**config.mk**
```make
export PLATFORM = sky130hd
export DESIGN_NAME = dp_steer
export DESIGN_NICKNAME = d
export VERILOG_FILES = /design/src/rtl/dp_steer_pkg.sv /design/src/rtl/dp_wb_mux.sv /design/src/rtl/dp_flag_reg.sv /design/src/rtl/dp_pc_unit.sv /design/src/rtl/dp_steer.sv
export SDC_FILE = /design/constraint.sdc
export NUM_CORES = 1
export LEC_CHECK = 0
export ABC_AREA = 1
export BUFFER_PORTS_ARGS = -buffer_cell sky130_fd_sc_hd__clkbuf_2
export CAP_MARGIN = 20
export CELL_PAD_IN_SITES_DETAIL_PLACEMENT = 1
export CELL_PAD_IN_SITES_GLOBAL_PLACEMENT = 1
export CORE_MARGIN = 1
export CORE_UTILIZATION = 23
export CTS_CLUSTER_SIZE = 8
export DETAILED_ROUTE_END_ITERATION = 8
export PLACE_DENSITY = 0.92
export REMOVE_ABC_BUFFERS = 1
export SYNTH_ARGS = -nofsm -noshare
export SYNTH_HDL_FRONTEND = slang
export SYNTH_HIERARCHICAL = 1
export SYNTH_SLANG_ARGS = --single-unit
```
**constraint.sdc**
```tcl
create_clock -name clk -period 1.7 [get_ports clk]
set_clock_uncertainty 0.2 [all_clocks]
set_input_delay 0 -clock clk [delete_from_list [all_inputs] [get_ports clk]]
set_output_delay 0 -clock clk [all_outputs]
set_load 0.01 [all_outputs]
```
**src/rtl/dp_steer_pkg.sv**
```systemverilog
package dp_steer_pkg;
    localparam int DATA_W = 8;
    localparam int PC_W   = 10;

    typedef logic [DATA_W-1:0] byte_t;
    typedef logic [PC_W-1:0]   addr_t;

    typedef struct packed {
        logic zero;
        logic carry;
    } flags_t;

    typedef enum logic {
        L1_INPUT = 1'b0,
        L1_CONST = 1'b1
    } l1_src_e;

    function automatic addr_t addr_next(input addr_t a);
        return addr_t'(a + addr_t'(1));
    endfunction
endpackage

```
**src/rtl/dp_wb_mux.sv**
```systemverilog
module dp_wb_mux
    import dp_steer_pkg::*;
(
    input  byte_t ext_data,
    input  byte_t const_data,
    input  byte_t shift_data,
    input  logic  sel_const,
    input  logic  sel_shift,
    input  byte_t portb_data,
    input  byte_t imm_data,
    input  logic  sel_imm,
    output byte_t wb_data,
    output byte_t alu_b
);
    l1_src_e l1_src;
    byte_t   stage1;

    always_comb begin
        l1_src = l1_src_e'(sel_const);
        case (l1_src)
            L1_CONST: stage1 = const_data;
            default:  stage1 = ext_data;
        endcase
        wb_data = sel_shift ? shift_data : stage1;
        alu_b   = sel_imm ? imm_data : portb_data;
    end
endmodule

```
**src/rtl/dp_flag_reg.sv**
```systemverilog
module dp_flag_reg
    import dp_steer_pkg::*;
(
    input  logic   clk,
    input  logic   rst,
    input  logic   flag_ld,
    input  flags_t alu_flags,
    output flags_t flags
);
    always_ff @(posedge clk) begin
        if (rst)
            flags <= '0;
        else if (flag_ld)
            flags <= alu_flags;
    end

    p_flag_load_r4: assert property (@(posedge clk) disable iff (rst)
        flag_ld |=> flags == $past(alu_flags));
    p_flag_hold_r5: assert property (@(posedge clk) disable iff (rst)
        !flag_ld |=> $stable(flags));
endmodule

```
**src/rtl/dp_pc_unit.sv**
```systemverilog
module dp_pc_unit
    import dp_steer_pkg::*;
(
    input  logic  clk,
    input  logic  rst,
    input  logic  pc_ld,
    input  logic  pc_jump,
    input  addr_t jump_addr,
    input  addr_t stack_data,
    output addr_t pc,
    output addr_t ret_addr
);
    always_ff @(posedge clk) begin
        if (rst)
            pc <= '0;
        else if (pc_ld)
            pc <= pc_jump ? jump_addr : addr_next(pc);
    end

    always_comb ret_addr = addr_next(stack_data);

    p_pc_inc_r6: assert property (@(posedge clk) disable iff (rst)
        (pc_ld && !pc_jump) |=> pc == addr_t'($past(pc) + addr_t'(1)));
    p_pc_jump_r7: assert property (@(posedge clk) disable iff (rst)
        (pc_ld && pc_jump) |=> pc == $past(jump_addr));
    p_pc_hold_r8: assert property (@(posedge clk) disable iff (rst)
        !pc_ld |=> $stable(pc));
    p_pc_reset_r10: assert property (@(posedge clk)
        rst |=> pc == '0);
endmodule

```
**src/rtl/dp_steer.sv**
```systemverilog
module dp_steer
    import dp_steer_pkg::*;
(
    input  logic              clk,
    input  logic              rst,
    input  logic [DATA_W-1:0] ext_data,
    input  logic [DATA_W-1:0] const_data,
    input  logic [DATA_W-1:0] shift_data,
    input  logic              sel_const,
    input  logic              sel_shift,
    output logic [DATA_W-1:0] wb_data,
    input  logic [DATA_W-1:0] portb_data,
    input  logic [DATA_W-1:0] imm_data,
    input  logic              sel_imm,
    output logic [DATA_W-1:0] alu_b,
    input  logic              alu_zero,
    input  logic              alu_carry,
    input  logic              flag_ld,
    output logic              zero_flag,
    output logic              carry_flag,
    input  logic              pc_ld,
    input  logic              pc_jump,
    input  logic [PC_W-1:0]   jump_addr,
    output logic [PC_W-1:0]   pc,
    input  logic [PC_W-1:0]   stack_data,
    output logic [PC_W-1:0]   ret_addr
);
    flags_t alu_flags;
    flags_t flags_q;

    assign alu_flags = '{zero: alu_zero, carry: alu_carry};
    assign zero_flag  = flags_q.zero;
    assign carry_flag = flags_q.carry;

    dp_wb_mux u_mux (
        .ext_data  (ext_data),
        .const_data(const_data),
        .shift_data(shift_data),
        .sel_const (sel_const),
        .sel_shift (sel_shift),
        .portb_data(portb_data),
        .imm_data  (imm_data),
        .sel_imm   (sel_imm),
        .wb_data   (wb_data),
        .alu_b     (alu_b)
    );

    dp_flag_reg u_flags (
        .clk      (clk),
        .rst      (rst),
        .flag_ld  (flag_ld),
        .alu_flags(alu_flags),
        .flags    (flags_q)
    );

    dp_pc_unit u_pc (
        .clk       (clk),
        .rst       (rst),
        .pc_ld     (pc_ld),
        .pc_jump   (pc_jump),
        .jump_addr (jump_addr),
        .stack_data(stack_data),
        .pc        (pc),
        .ret_addr  (ret_addr)
    );

    p_flag_reset_r10: assert property (@(posedge clk)
        rst |=> (!zero_flag && !carry_flag));
endmodule

```
* Word-level counts from Yosys, hierarchy flattened
Cells that the tools add are included.
** Word-level totals
- Flip-flop bits (word level) :: 12
- Bits of input ports :: 70
- Output and inout port bits :: 38
- Word-level logic and storage cells :: 9
** Cells by class
- $add $sub $neg :: 2
- Mux-type cells :: 4
** Operator list (number)
- 8-bit 2-to-1 mux :: 3
- 10-bit by 1-bit adder with 10-bit output (second input constant) :: 2
- 10-bit 2-to-1 mux :: 1

* Logic depth before layout (Yosys ltp)
- Word-level depth :: 2
- Mapped depth :: 9
- Mapped depth without buffers :: 9

* Cells and area by module
The synthesis kept the hierarchy.
** Modules (own cells, without submodules)
- dp_pc_unit :: instances 1, cells an instance 131, area an instance 828.3 µm², seq. area each 200.2 µm²
- dp_wb_mux :: instances 1, cells an instance 85, area an instance 347.8 µm², seq. area each 0.0 µm²
- dp_flag_reg :: instances 1, cells an instance 13, area an instance 81.3 µm², seq. area each 40.0 µm²

* Least setup slack after synthesis
No wires, ideal clock.
- Path kind :: reg2reg
- Start point :: register u_pc.pc[1]
- End point :: register u_pc.pc[6]
- Library setup time :: 0.115 ns
- Arrival time :: 1.161 ns
- Data required time :: 1.385 ns
- Slack :: 0.225 ns
- Stages on the path, launching flop included :: 9
- Path buffers :: 0
- Period minus slack after synthesis :: 1.475 ns
- Path through :: dfxtp_1 > ha_1 > nand2_2 > nor2_4 > nand2_2 > nor2_2 > nand2_1 > a21oi_1 > nor2_1
** Between the ends
- Cells in the longest elaborated chain, start to end :: 2
** Ends and longest elaborated chain
- start, declared :: line dp_pc_unit.sv:10 : output addr_t pc,
- start signal, assigned :: line dp_pc_unit.sv:17 : pc <= pc_jump ? jump_addr : addr_next(pc);
- 10-bit by 1-bit adder with 10-bit output :: line dp_steer_pkg.sv:19 : return addr_t'(a + addr_t'(1));
- 10-bit 2-to-1 mux :: line dp_pc_unit.sv:17
No other way between the ends.
A chain may end at the register's enable or synchronous reset.

==> flow_summary.ini <==
[clock_network]
cts_max_path_buffers = 2
cts_tree = done
clockRootBuffer = clkbuf_8
clock_sinks = 12
cts.repair.resized = 0
cts_inserted_buffers = 3
clock_latency_ns = 0.25
cts_setup_buffers = 0
ctsHtreeMaxLevel = 1
clkTransAtPathRegs_ns = 0.06

[global_route]
gr-total-overflow = 0
grtUsageTotal = 0.1804
antenna_found_initial = 0
grt_pass1_vias = 1962
grt_pass1_wl_um = 8638
grt_max_degree = 18

[routing]
via_per_inst = 4.408
antenna_left = 0
drcViolationCount = 0
vias = 1847
drt_iter0_drc = 42
finalWirelength_um = 4926
firstDrtPassIters = 4
wire_per_inst_um = 11.76

[sta]
worst_pin_slew_ns = 0.3489
rsz0062_at_grt = false
setup_violations = 0
worst_hold_slack_ns = 0.03633
hold_viol = 0
max_freq_ghz = 0.6265
fin_tns_setup_ns = 0
min_period_ns = 1.596
min_period_over_period = 0.9390
drv_slew = 0
relSlewSlack = 0.7650

[worst_setup_path]
worstPathMaxFanout = 8
cp_common_cell = dlygate4sd3_1
slowest_stage = dlygate4sd3_1
path_delay_family = buffers and inverters
crit_type = primary input to register
path_buf_inv = 3
cp-start-kind = primary input
r2r_start = u_pc/pc[1]
endpoint_kind = register
r2r-end = u_pc/pc[6]
required_ns = 1.64
crit_chain = dlygate4sd3_1 > clkbuf_2 > nand2_1 > dlygate4sd3_1 > a21oi_1 > nor2_1
reg2reg_slack_ns = 0.13
worst_ep_arrival_time_ns = 1.54
rr_worst_depth = 8
max_stage_delay_ns = 0.55

[final_layout]
area_growth_pct = 62.09
drive_gt1_frac = 0.3524
postLayoutCoreUtil = 0.3940
diodes = 0
fin_nets = 423

[synth]
synth-async-reset-ratio = 0
ys_seq_elements = 12
syn_inst = 229
synthAdderAreaFrac = 0.01990
synth_edf_count = 0
synth_simple_gate_area_frac = 0.4109
yosys-top-cells-area = nand2_1 (22%), dfxtp_1 (19%), inv_1 (13%), nand3_1 (7.2%), o21ai_0 (5.6%)
synth-seq-area-share = 0.1910
yosys_warnings = 6
synth_top_cell_by_area = nand2_1
syn_avg_cell_area_um2 = 5.491
synth_top_area_frac = 0.2239
mappedNetlistArea_mm2 = 0.001257
synth_xor_area_frac = 0.04876
synthFlopType = dfxtp_1
synth_compound_area_frac = 0.1463
muxShareOfSynthArea = 0
yosys-top-cells-count = nand2_1 (75), inv_1 (45), nand3_1 (18)
ys_types = 27
yosysMostFrequentCell = nand2_1
synth_top_family_by_area = simple AND/OR/NAND/NOR gates

[job]
max-cap-violations = 0

[pwr]
cellPowerDensity_mw_per_mm2 = 484.8
irDropWorstVdd_uv = 349.7
leakage_nw = 1.218

[die]
top_level_ports = 108
dieWidth_um = 75.94
row_count = 26
start_util = 0.2431
die_area_mm2 = 0.005767
design.core.area_mm2 = 0.005172
dieHeight_um = 75.94

[placement]
port_buffers = 107
gp_congestion = 0.8071
hpwl_um = 3973

[min_path]
min_from = pc_jump
min-delay-path-class = primary input to register
whs_path_depth = 3
hold_path_end = u_pc/pc[3]

[outcome]
status = finished, final reports clean
-- worst reg2reg max path, cell delays in order (launching register included) --
cell and delay, ns:
dfxtp_1 0.40, ha_1 0.21, nand2_2 0.08, nor2_4 0.14, nand2_2 0.07, nor2_2 0.10, nand2_1 0.06, a21oi_1 0.14
nor2_1 0.06
-- layout by cell type (no fill, tap or decap), drive strengths merged, types with 6 or more instances in the layout --
master and count:
clkbuf 110, nand2 77, inv 49, nand3 19, nor2 19, dlygate4sd3 16
o21ai 16, a21oi 13, dfxtp 12, xor2 6
-- sequential cells by signal, summed over array words and instances, names as in the netlist --
name,flops
u_flags/flags,2
u_pc/pc,10
-- power breakdown --
| part | leakage (nW) | internal [mW] | switching [mW] |
|---|---|---|---|
| combinational | 1.10 | 0.184 | 0.212 |
| clock | 0.0216 | 0.157 | 0.113 |
| sequential | 0.0992 | 0.301 | 0.0212 |
| total | 1.22 | 0.642 | 0.346 |
-- stage by stage --
stage	power (mW)	worst slack, ns	std cells	cell area [µm²]
detailed placement	0.6955	0.1701	400	1837
CTS	1.004	0.1334	419	2038
global route	1.070	0.006506	419	2038
floorplan	0.4933	0.2245	223	1214
finish	0.9880	0.1038	419	2038
global placement	0.6801	0.2367	400	1837
-- kinds of logic after synthesis --
kind of cell	after synthesis
DFF	12
and+or+nand+nor	120
buffers and inverters	55
xor gates and xnor gates	7
adders and majority gates	2
AOI/OAI and AO/OA	33
-- metal layers --
metal / routed length, µm / GRT usage / part of all wire
met5: 0 / 0 / 0
met2: 2586 / 0.3518 / 0.52
met1: 1897 / 0.1891 / 0.39
met3: 385 / 0.05422 / 0.078
met4: 57 / 0.03462 / 0.012
-- area by class of cell --
type                            instances  area, µm²
Timing Repair Buffer                  123      695.7
Clock buffer                            3      41.29
Tap cell                               70      87.58
Fill cell                             746       3134
Sequential cell                        12      240.2
Inverter                               49      186.4
Multi-Input combinational cell        162      787.0
-- worst max path at each step --
stage,startpoint,endpoint,slack [ns],depth (start not counted)
2_1_floorplan,u_pc/pc[1],u_pc/pc[6],0.22,8
3_3_place_gp,u_pc/pc[1],u_pc/pc[6],0.24,8
3_5_place_dp,u_pc/pc[1],u_pc/pc[6],0.17,8
4_1_cts,pc_ld,u_pc/pc[6],0.13,6
5_1_grt,u_pc/pc[1],u_pc/pc[6],0.007,8
6_report,pc_ld,u_pc/pc[6],0.10,6
-- timing repair --
action	CTS	global route
hold endpoints to repair	12	0
hold buffers	16	0
endpoints found under the setup margin	0	0
Power figures use the tool's default switching activity.
